==> config.mk <==
export PLATFORM = sky130hd
export DESIGN_NAME = hblank_clk_mask
export DESIGN_NICKNAME = d
export VERILOG_FILES = /design/src/rtl/hbm_pkg.sv /design/src/rtl/hbm_regs.sv /design/src/rtl/hbm_timing.sv /design/src/rtl/hbm_toggle.sv /design/src/rtl/hblank_clk_mask.sv
export SDC_FILE = /design/constraint.sdc
export NUM_CORES = 1
export LEC_CHECK = 0
export ABC_CLOCK_PERIOD_IN_PS = 11310
export BUFFER_PORTS_ARGS = -buffer_cell sky130_fd_sc_hd__buf_4
export CORE_MARGIN = 1
export CORE_UTILIZATION = 58
export CTS_CLUSTER_SIZE = 8
export DETAILED_ROUTE_END_ITERATION = 10
export GPL_ROUTABILITY_DRIVEN = 0
export PLACE_DENSITY_LB_ADDON = 0.15
export RECOVER_POWER = 100
export SETUP_SLACK_MARGIN = 0.3
export SLEW_MARGIN = 20
export SYNTH_ARGS = -nofsm -noshare
export SYNTH_HDL_FRONTEND = slang
export SYNTH_SLANG_ARGS = --single-unit
==> constraint.sdc <==
create_clock -name clk -period 11.31 [get_ports clk]
set_input_delay 2.262 -clock clk [delete_from_list [all_inputs] [get_ports clk]]
set_output_delay 2.262 -clock clk [all_outputs]
set_load 0.01 [all_outputs]
==> src/rtl/hbm_pkg.sv <==
package hbm_pkg;
  parameter int POS_W  = 12;
  parameter int NSEQ   = 4;
  parameter int NTOG   = 6;
  parameter int NREG   = 4;
  parameter int ADDR_W = 5;
  localparam int DATA_W = 2 * POS_W;
  localparam int SEL_W  = $clog2(NSEQ);
  localparam int RIDX_W = $clog2(NREG);
  localparam int TIDX_W = $clog2(NTOG + 1);
  localparam int NWORD  = NSEQ * NTOG / 2;
  localparam int ADDR_MODE = 0;
  localparam int ADDR_PTR  = 1;
  localparam int ADDR_TOG  = 8;

  typedef logic [POS_W-1:0] pos_t;
  localparam pos_t POS_OFF = '1;

  typedef struct packed {
    logic [NSEQ-1:0] int_lvl;
    logic            ext_lvl;
    logic            ext_pol;
    logic            src_ext;
  } mode_t;
endpackage

==> src/rtl/hbm_regs.sv <==
module hbm_regs
  import hbm_pkg::*;
(
  input  logic                     clk,
  input  logic                     rst_n,
  input  logic                     wr_en,
  input  logic [ADDR_W-1:0]        wr_addr,
  input  logic [DATA_W-1:0]        wr_data,
  output mode_t                    mode,
  output logic [SEL_W*NREG-1:0]    ptr,
  output pos_t [NREG-1:0]          bnd,
  output pos_t [NSEQ*NTOG-1:0]     tog
);
  localparam mode_t MODE_RST = '{int_lvl: '1, ext_lvl: 1'b1, ext_pol: 1'b0, src_ext: 1'b0};

  mode_t                 mode_q, mode_d;
  logic [SEL_W*NREG-1:0] ptr_q, ptr_d;
  logic                  mode_we, ptr_we;

  assign mode_we = wr_en && (wr_addr == ADDR_W'(ADDR_MODE));
  assign ptr_we  = wr_en && (wr_addr == ADDR_W'(ADDR_PTR));

  always_comb begin
    mode_d = mode_q;
    ptr_d  = ptr_q;
    if (mode_we) mode_d = mode_t'(wr_data[$bits(mode_t)-1:0]);
    if (ptr_we)  ptr_d  = wr_data[SEL_W*NREG-1:0];
  end

  always_ff @(posedge clk or negedge rst_n) begin
    if (!rst_n) begin
      mode_q <= MODE_RST;
      ptr_q  <= '0;
    end else begin
      mode_q <= mode_d;
      ptr_q  <= ptr_d;
    end
  end

  assign mode   = mode_q;
  assign ptr    = ptr_q;
  assign bnd[0] = '0;

  for (genvar r = 1; r < NREG; r++) begin : g_bnd
    pos_t bnd_q;
    logic bnd_we;
    assign bnd_we = wr_en && (wr_addr == ADDR_W'(ADDR_PTR + r));
    always_ff @(posedge clk or negedge rst_n) begin
      if (!rst_n)      bnd_q <= POS_OFF;
      else if (bnd_we) bnd_q <= wr_data[POS_W-1:0];
    end
    assign bnd[r] = bnd_q;
  end

  for (genvar w = 0; w < NWORD; w++) begin : g_word
    logic [DATA_W-1:0] word_q;
    logic              word_we;
    assign word_we = wr_en && (wr_addr == ADDR_W'(ADDR_TOG + w));
    always_ff @(posedge clk or negedge rst_n) begin
      if (!rst_n)       word_q <= '1;
      else if (word_we) word_q <= wr_data;
    end
    assign tog[2*w]   = word_q[POS_W-1:0];
    assign tog[2*w+1] = word_q[DATA_W-1:POS_W];
  end
endmodule

==> src/rtl/hbm_timing.sv <==
module hbm_timing
  import hbm_pkg::*;
(
  input  logic                  clk,
  input  logic                  rst_n,
  input  logic                  line_strobe,
  input  logic                  field_strobe,
  input  logic [SEL_W*NREG-1:0] ptr,
  input  pos_t [NREG-1:0]       bnd,
  output pos_t                  pix,
  output pos_t                  line_cnt,
  output logic [SEL_W-1:0]      seq
);
  pos_t              pix_q, pix_d, line_q, line_d;
  logic [RIDX_W-1:0] reg_idx;

  always_comb begin
    if (line_strobe || field_strobe) pix_d = '0;
    else if (pix_q == POS_OFF)       pix_d = pix_q;
    else                             pix_d = pix_q + POS_W'(1);

    if (field_strobe)                          line_d = '0;
    else if (line_strobe && line_q != POS_OFF) line_d = line_q + POS_W'(1);
    else                                       line_d = line_q;
  end

  always_ff @(posedge clk or negedge rst_n) begin
    if (!rst_n) begin
      pix_q  <= '0;
      line_q <= '0;
    end else begin
      pix_q  <= pix_d;
      line_q <= line_d;
    end
  end

  always_comb begin
    reg_idx = '0;
    for (int r = 1; r < NREG; r++)
      if (line_q >= bnd[r]) reg_idx = RIDX_W'(r);
  end

  assign seq      = ptr[SEL_W*reg_idx +: SEL_W];
  assign pix      = pix_q;
  assign line_cnt = line_q;
endmodule

==> src/rtl/hbm_toggle.sv <==
module hbm_toggle
  import hbm_pkg::*;
(
  input  logic                 clk,
  input  logic                 rst_n,
  input  logic                 start,
  input  pos_t                 pix,
  input  logic [SEL_W-1:0]     seq,
  input  pos_t [NSEQ*NTOG-1:0] tog,
  output pos_t                 cur_tog,
  output logic                 blank
);
  logic [TIDX_W-1:0] tidx_q, tidx_d;
  logic              blank_q, blank_d;
  logic              hit;

  always_comb begin
    cur_tog = POS_OFF;
    for (int k = 0; k < NTOG; k++)
      if (tidx_q == TIDX_W'(k)) cur_tog = tog[int'(seq)*NTOG + k];
  end

  assign hit = (cur_tog != POS_OFF) && (pix == cur_tog);

  always_comb begin
    tidx_d  = tidx_q;
    blank_d = blank_q;
    if (start) begin
      tidx_d  = '0;
      blank_d = 1'b0;
    end else if (hit) begin
      tidx_d  = tidx_q + TIDX_W'(1);
      blank_d = ~blank_q;
    end
  end

  always_ff @(posedge clk or negedge rst_n) begin
    if (!rst_n) begin
      tidx_q  <= '0;
      blank_q <= 1'b0;
    end else begin
      tidx_q  <= tidx_d;
      blank_q <= blank_d;
    end
  end

  assign blank = blank_q;
endmodule

==> src/rtl/hblank_clk_mask.sv <==
module hblank_clk_mask
  import hbm_pkg::*;
(
  input  logic              clk,
  input  logic              rst_n,
  input  logic              line_strobe,
  input  logic              field_strobe,
  input  logic              ext_blank_in,
  input  logic              shift_clk_in,
  input  logic              wr_en,
  input  logic [ADDR_W-1:0] wr_addr,
  input  logic [DATA_W-1:0] wr_data,
  output logic              shift_clk_out,
  output logic              int_blank
);
  logic [1:0]            rs_q;
  logic                  rst_n_s;
  mode_t                 mode_w;
  logic [SEL_W*NREG-1:0] ptr_w;
  pos_t [NREG-1:0]       bnd_w;
  pos_t [NSEQ*NTOG-1:0]  tog_w;
  pos_t                  pix_w, line_w, cur_tog;
  logic [SEL_W-1:0]      seq_w;
  logic                  blank_w, ext_act;
  logic                  mask_q, mask_d, lvl_q, lvl_d;

  always_ff @(posedge clk or negedge rst_n) begin
    if (!rst_n) rs_q <= '0;
    else        rs_q <= {rs_q[0], 1'b1};
  end
  assign rst_n_s = rs_q[1];

  hbm_regs u_regs (
    .clk(clk), .rst_n(rst_n_s), .wr_en(wr_en), .wr_addr(wr_addr), .wr_data(wr_data),
    .mode(mode_w), .ptr(ptr_w), .bnd(bnd_w), .tog(tog_w)
  );

  hbm_timing u_timing (
    .clk(clk), .rst_n(rst_n_s), .line_strobe(line_strobe), .field_strobe(field_strobe),
    .ptr(ptr_w), .bnd(bnd_w), .pix(pix_w), .line_cnt(line_w), .seq(seq_w)
  );

  hbm_toggle u_toggle (
    .clk(clk), .rst_n(rst_n_s), .start(line_strobe | field_strobe), .pix(pix_w),
    .seq(seq_w), .tog(tog_w), .cur_tog(cur_tog), .blank(blank_w)
  );

  assign ext_act = mode_w.ext_pol ? ext_blank_in : ~ext_blank_in;

  always_comb begin
    if (mode_w.src_ext) begin
      mask_d = ext_act;
      lvl_d  = mode_w.ext_lvl;
    end else begin
      mask_d = blank_w;
      lvl_d  = mode_w.int_lvl[seq_w];
    end
  end

  always_ff @(posedge clk or negedge rst_n_s) begin
    if (!rst_n_s) begin
      mask_q <= 1'b0;
      lvl_q  <= 1'b1;
    end else begin
      mask_q <= mask_d;
      lvl_q  <= lvl_d;
    end
  end

  assign shift_clk_out = mask_q ? lvl_q : shift_clk_in;
  assign int_blank     = blank_w;
endmodule

==> impl_metrics.yaml, run 1 <==
synth:
  yosysSeqAreaShare_pct: 44.3
  synth.distinct_cells: 91
  synth_cells: 1829
  synth_nets: 1911
  ys_dominant_reg_cell: "dfstp_2"
  synth_edf_count: 0
  synthTopCellsByArea: "dfstp_2 (40%), mux2_2 (18%), mux4_2 (7.6%)"
  yosys_warnings: 0
  avgSynthCellArea_um2: 12.0
  synth-seq-cells: 371
  syn-cell-area_mm2: 0.0219
  synth_top_area_share_pct: 39.6
  synth_top_area_cell: "dfstp_2"
  async_flop_share_pct: 100
global_routing:
  grt_max_degree: 174
  grt_usage_pct: 35.0
  grt_pass1_wl_mm: 100
  grt_overflow_total: 0
  grt_pass1_vias: 16000
  antenna_found_initial: 1
timing:
  tns_ns: 0
  post-route-min-period_ns: 9.42
  whs_ns: 0.354
  relSlewSlack_pct: -190
  tightest_slew_ns: 4.35
  finalHoldViolCount: 0
  max_freq_mhz: 106
  rsz0062_at_grt: "no"
  post-route-period-util_pct: 83.3
  setup_viol: 0
  slew_violations: 439
  finClkSkew_ns: 0.0115
setup_path:
  worstRegToRegCells: 20
  worstPathArrival_ns: 9.84
  critPathMaxFanout: 31
  timing.rr.end: "u_toggle.tidx_q[2]"
  worstSetupPathType: "register to register"
  cp-end-kind: "register"
  rr_startpoint: "u_timing.line_cnt[0]"
  r2r_slack_ns: 1.89
  required_ns: 11.73
  startpoint_type: "register"
clock_network:
  clock-sinks: 371
  clockRootBuffer: "clkbuf_16"
  cts.clk_slew.worst_paths_ns: 0.05
  postCtsResizedCells: 0
  cts_buffer_depth: 3
  cts_tree: "yes"
  htreeDepth: 2
  clock_latency_ns: 0.60
  cts_buffers: 52
  post_cts_buffers: 0
  cts_hold_buf: 0
detailed_routing:
  drt-vias-per-instance: 6.92
  wl_per_cell_um: 28.1
  first_iter_violations: 1505
  first_pass_iters: 6
  totalWireLength_mm: 65.7
  drc: 0
  drtAntennaViolNets: 0
  num_vias: 16200
place:
  portBuffers: 37
  place_area_mm2: 0.0226
  dp_hpwl_mm: 41.2
final_layout:
  area_growth_pct: 9.10
  multi_input_area_mm2: 0.0114
  final_area_mm2: 0.0239
  layout-drive-gt1-share_pct: 48.4
  fin_nets: 1902
  num_antenna_cells: 0
  nFillCells: 2845
  seqCellArea_mm2: 0.00970
  final_util_pct: 64.7
power:
  powerDensity_mw_per_mm2: 222
  ir_drop_uv: 143
  p_leak_nw: 9.53
  power.total_mw: 5.29
floorplanning:
  rows: 70
  coreArea_mm2: 0.0369
  fp.dieH_um: 196
  die_w_um: 196
  die-area_mm2: 0.0385
  ioPinCount: 38
  initial_core_util_pct: 59.3
hold_path:
  hold_path_end: "rs_q[1]"
  worstHoldPathType: "register to register"
  min_from: "rs_q[0]"
  worstHoldPathCells: 0
status:
  failed_checks: "max-capacitance violations, max-slew violations"
  outcome: "finished with violations"
job:
  max_cap_viol_count: 15
[cell families after synthesis]
kind of cell	Yosys count	share of synthesized area [%]
simple gates	368	8.19
compound gates	313	10.2
other cells	1	0.0171
buf+inv	185	3.46
xor+xnor	29	1.16
fa+ha+maj	46	2.63
flops	371	44.3
mux	516	30.0
[how the worst max path moves through the flow]
stage                               from            endpoint
floorplan                        rs_q[1]              mask_q
global placement    u_timing.line_cnt[0]      u_toggle.blank
global route        u_timing.line_cnt[0]  u_toggle.tidx_q[2]
finish              u_timing.line_cnt[0]  u_toggle.tidx_q[2]
CTS                 u_timing.line_cnt[0]      u_toggle.blank
detailed placement  u_timing.line_cnt[0]      u_toggle.blank
[metal layers]
layer	global-route usage [%]	part of all wire, %
met4	17.4	5.0
met2	52.7	45
met1	46.8	40
met5	0	0.014
met3	9.42	10
[where the power goes]
part	internal, mW	leakage (nW)	switching (mW)
Sequential	1.75	4.00	0.198
Clock	0.847	0.688	0.568
Combinational	0.820	4.84	1.11
[metrics by stage]
step                setup slack, ns  std cells
floorplan                     0.781       1829
global placement               3.92       2270
detailed placement             3.81       2270
CTS                            3.81       2339
global route                   1.75       2339
finish                         1.89       2339
[worst max-delay path: stages (launching register included)]
cell and delay [ns]:
dfrtp_1 0.39, inv_1 0.15, ha_1 0.25, nand2b_1 0.16, a2111oi_0 0.51, o31a_2 0.26
and4bb_1 0.29, nor3b_1 1.48, nor2_4 0.04, buf_4 0.38, inv_1 0.15, ha_1 1.12
inv_1 0.83, mux4_2 0.68, a22oi_1 0.43, o21ai_0 0.17, o2111ai_1 0.57, inv_1 0.17
o41ai_1 0.92, or4_1 0.22, a21oi_1 0.06
[Yosys cell counts, types with 6 or more instances]
library cell and count:
buf_2 11, inv_1 44, mux4_2 74, buf_1 16, nor2_1 53, dfstp_2 330, o221ai_1 8, o31ai_1 7
nor3_1 18, o211ai_1 10, xor2_1 17, and3_1 21, nand4_1 14, a221oi_1 7, a311oi_1 13, dfrtp_1 41
a31oi_1 25, a2111oi_0 6, or4_1 8, o22ai_1 11, a22oi_1 12, ha_1 46, o21a_1 13, a2bb2oi_1 9
buf_4 6, mux2_2 348, nor2b_1 9, a211o_1 6, a21oi_1 59, xnor2_1 12, clkbuf_1 103, and4_1 7
nand2b_1 8, mux2i_1 90, o21ai_0 49, nand3_1 35, a21o_1 6, a211oi_1 21, nand2_1 160
[cell type report]
| class | count | share of cell area [%] |
|---|---|---|
| Clock buffer | 67 | 5.86 |
| Clock inverter | 2 | 0.0996 |
| Inverter | 45 | 0.729 |
| Multi-Input combinational cell | 1273 | 47.9 |
| Sequential cell | 371 | 40.6 |
| Tap cell | 504 | 2.64 |
| Timing Repair Buffer | 77 | 2.14 |
[state kept, by name, summed over array words and instances (netlist names), 2 cells and up]
signal / cells
u_regs.g_word.word_q: 288
u_regs.ptr: 8
rs_q: 2
u_toggle.tidx_q: 3
u_timing.line_cnt: 12
u_regs.mode: 7
u_regs.g_bnd.bnd_q: 36
u_timing.pix: 12
[placed cells by master (no fill, tap or decap), types with 35 or more instances in the layout]
master,count
dfstp_2,330
mux2_2,347
nand3_1,35
mux2i_1,90
inv_1,43
ha_1,45
o21ai_0,49
clkbuf_16,54
buf_4,53
nor2_1,50
mux4_2,74
a21oi_1,59
nand2_1,160
dfrtp_1,41
No activity file was read; power rests on OpenSTA's default activity.
==> run 2, diff against run 1 <==
--- a/config.mk
+++ b/config.mk
@@ -5,7 +5,7 @@
 export SDC_FILE = /design/constraint.sdc
 export NUM_CORES = 1
 export LEC_CHECK = 0
-export ABC_CLOCK_PERIOD_IN_PS = 11310
+export ABC_CLOCK_PERIOD_IN_PS = 8150
 export BUFFER_PORTS_ARGS = -buffer_cell sky130_fd_sc_hd__buf_4
 export CORE_MARGIN = 1
 export CORE_UTILIZATION = 58
==> constraint.sdc (replaced) <==
create_clock -name clk -period 8.15 [get_ports clk]
set_input_delay 1.63 -clock clk [delete_from_list [all_inputs] [get_ports clk]]
set_output_delay 1.63 -clock clk [all_outputs]
set_load 0.01 [all_outputs]
==> impl_metrics.yaml, run 2 (synthesis gave the netlist of run 1 again) <==
status:
  failed_checks: "design-rule violations, max-capacitance violations, max-slew violations"
  outcome: "finished with violations"
timing:
  max_freq_mhz: 139
  rsz0062_at_grt: "no"
  finalHoldViolCount: 0
  tns_ns: 0
  slew_violations: 674
  setup_viol: 0
  finClkSkew_ns: 0.0171
  relSlewSlack_pct: -187
  post-route-min-period_ns: 7.22
  post-route-period-util_pct: 88.6
  tightest_slew_ns: 4.31
clock_network:
  post_cts_buffers: 0
  htreeDepth: 2
  cts.clk_slew.worst_paths_ns: 0.05
  clockRootBuffer: "clkbuf_16"
  clock-sinks: 371
  clock_latency_ns: 0.60
  cts_tree: "yes"
  cts_buffers: 52
  cts_hold_buf: 0
  cts_buffer_depth: 3
  postCtsResizedCells: 0
final_layout:
  stdcell_count: 2363
  largest_reg_flops: 288
  area_growth_pct: 9.91
  multi_input_area_mm2: 0.0115
  nFillCells: 2806
  final_cell_mix: "mux2_2 (346), dfstp_2 (330), nand2_1 (160), mux2i_1 (90), buf_4 (76)"
  fin_nets: 1923
  final_common_cell: "mux2_2"
  reg_top3: "u_regs.g_word.word_q: 288 flops, u_regs.g_bnd.bnd_q: 36 flops"
  seqCellArea_mm2: 0.00970
  layout-drive-gt1-share_pct: 49.0
  final_util_pct: 65.2
  num_antenna_cells: 0
  regMostFlops: "u_regs.g_word.word_q"
setup_path:
  worstRegToRegCells: 19
  worstSetupPathType: "register to register"
  path_cells: "inv_1 > ha_1 > nand4_1 > a2111oi_0 > or2_4 > mux2_4 > nor2_8 > ha_4 > nor2_1 > nand2_1 > buf_4 > a21oi_1 > or4_1 > o211a_1 > a31oi_1 > xnor2_1 > or4_1 > or4_1 > a21oi_1"
  crit_top_cell: "or4_1"
  timing.rr.end: "u_toggle.blank"
  path_depth: 19
  r2r_slack_ns: 0.93
  cp-startpoint: "u_regs.g_bnd[3].bnd_q[11]"
  startpoint_type: "register"
  crit_path_max_incr_delay_ns: 0.73
  endpoint: "u_toggle.blank"
  cp_top_family: "simple AND/OR/NAND/NOR gates"
  required_ns: 8.66
  worstPathArrival_ns: 7.73
  cp-end-kind: "register"
  rr_startpoint: "u_regs.g_bnd[3].bnd_q[11]"
  path_buf_inv: 2
  critPathMaxFanout: 31
  cp_slowest_cell: "a2111oi_0"
place:
  dp_hpwl_mm: 41.7
  portBuffers: 37
  post-place-cells: 2291
hold_path:
  worstHoldPathType: "register to register"
  min_from: "rs_q[0]"
power:
  powerDensity_mw_per_mm2: 309
  p_leak_nw: 9.65
  ir_drop_uv: 226
  power.total_mw: 7.42
detailed_routing:
  drt-vias-per-instance: 6.94
  drc: 1
  drtAntennaViolNets: 0
  first_pass_iters: 9
  wl_per_cell_um: 28.2
  first_iter_violations: 1733
  num_vias: 16400
  totalWireLength_mm: 66.6
global_routing:
  grt_usage_pct: 35.5
  antenna_found_initial: 1
  grt_overflow_total: 0
  grt_max_degree: 180
  grt_pass1_wl_mm: 101
  grt_pass1_vias: 16300
floorplanning:
  fp.dieH_um: 196
  die-area_mm2: 0.0385
  die_w_um: 196
  rows: 70
  coreArea_mm2: 0.0369
  initial_core_util_pct: 59.3
  ioPinCount: 38
job:
  max_cap_viol_count: 15
==> run 2: cell count changes in the layout (fill, tap and decap cells not counted), moves of 2 or more <==
| cell | delta |
|---|---|
| buf_4 | +23 |
| clkbuf_2 | +2 |
| inv_6 | +2 |
| nor3_1 | +2 |
| nor3_2 | -2 |
==> run 2: worst min path at each step <==
stage	to	slack, ns	cells past startpoint
after floorplan	rs_q[1]	0.33	0
after global placement	rs_q[1]	0.33	0
after detailed placement	rs_q[1]	0.34	0
after CTS	rs_q[1]	0.35	0
after global routing	rs_q[1]	0.36	0
final	rs_q[1]	0.35	0
==> run 2: final cells by class <==
type / count / area share, %
multi-input combinational: 1273 / 47.6
sequential: 371 / 40.3
clock buffer: 69 / 5.76
timing repair buffer: 98 / 2.76
tap: 504 / 2.62
inverter: 45 / 0.723
clock inverter: 3 / 0.198
==> run 2: power breakdown <==
| part | internal [mW] | switching [mW] | total (mW) |
|---|---|---|---|
| combinational | 1.18 | 1.54 | 2.72 |
| clock | 1.19 | 0.803 | 2.00 |
| sequential | 2.43 | 0.276 | 2.70 |
| total | 4.80 | 2.62 | 7.42 |
==> run 2: metal layers <==
| metal | GRT usage (%) | vias up | routed length, um |
|---|---|---|---|
| met5 | 0 | - | 10 |
| met4 | 16.7 | 2 | 3040 |
| met3 | 8.05 | 235 | 6820 |
| met2 | 53.5 | 968 | 30100 |
| met1 | 48.7 | 8305 | 26700 |
| li1 | - | 6893 | - |
==> run 2: through the flow <==
step | setup slack (ns) | hold slack (ns) | cell area (um2)
2_1_floorplan | 1.04 | 0.331 | 21900
3_3_place_gp | 1.46 | 0.334 | 22700
3_5_place_dp | 1.30 | 0.336 | 22700
4_1_cts | 1.34 | 0.348 | 24200
5_1_grt | 0.683 | 0.363 | 24000
6_report | 0.931 | 0.346 | 24000
==> run 2: worst reg2reg max path: cells and delay by family, from the launching register on <==
kind / cells / cell delay (ns)
xor+xnor: 1 / 0.16
compound gates: 5 / 1.67
mux: 1 / 0.46
flops: 1 / 0.52
fa+ha+maj: 2 / 0.86
buf+inv: 2 / 0.32
simple gates: 8 / 3.15
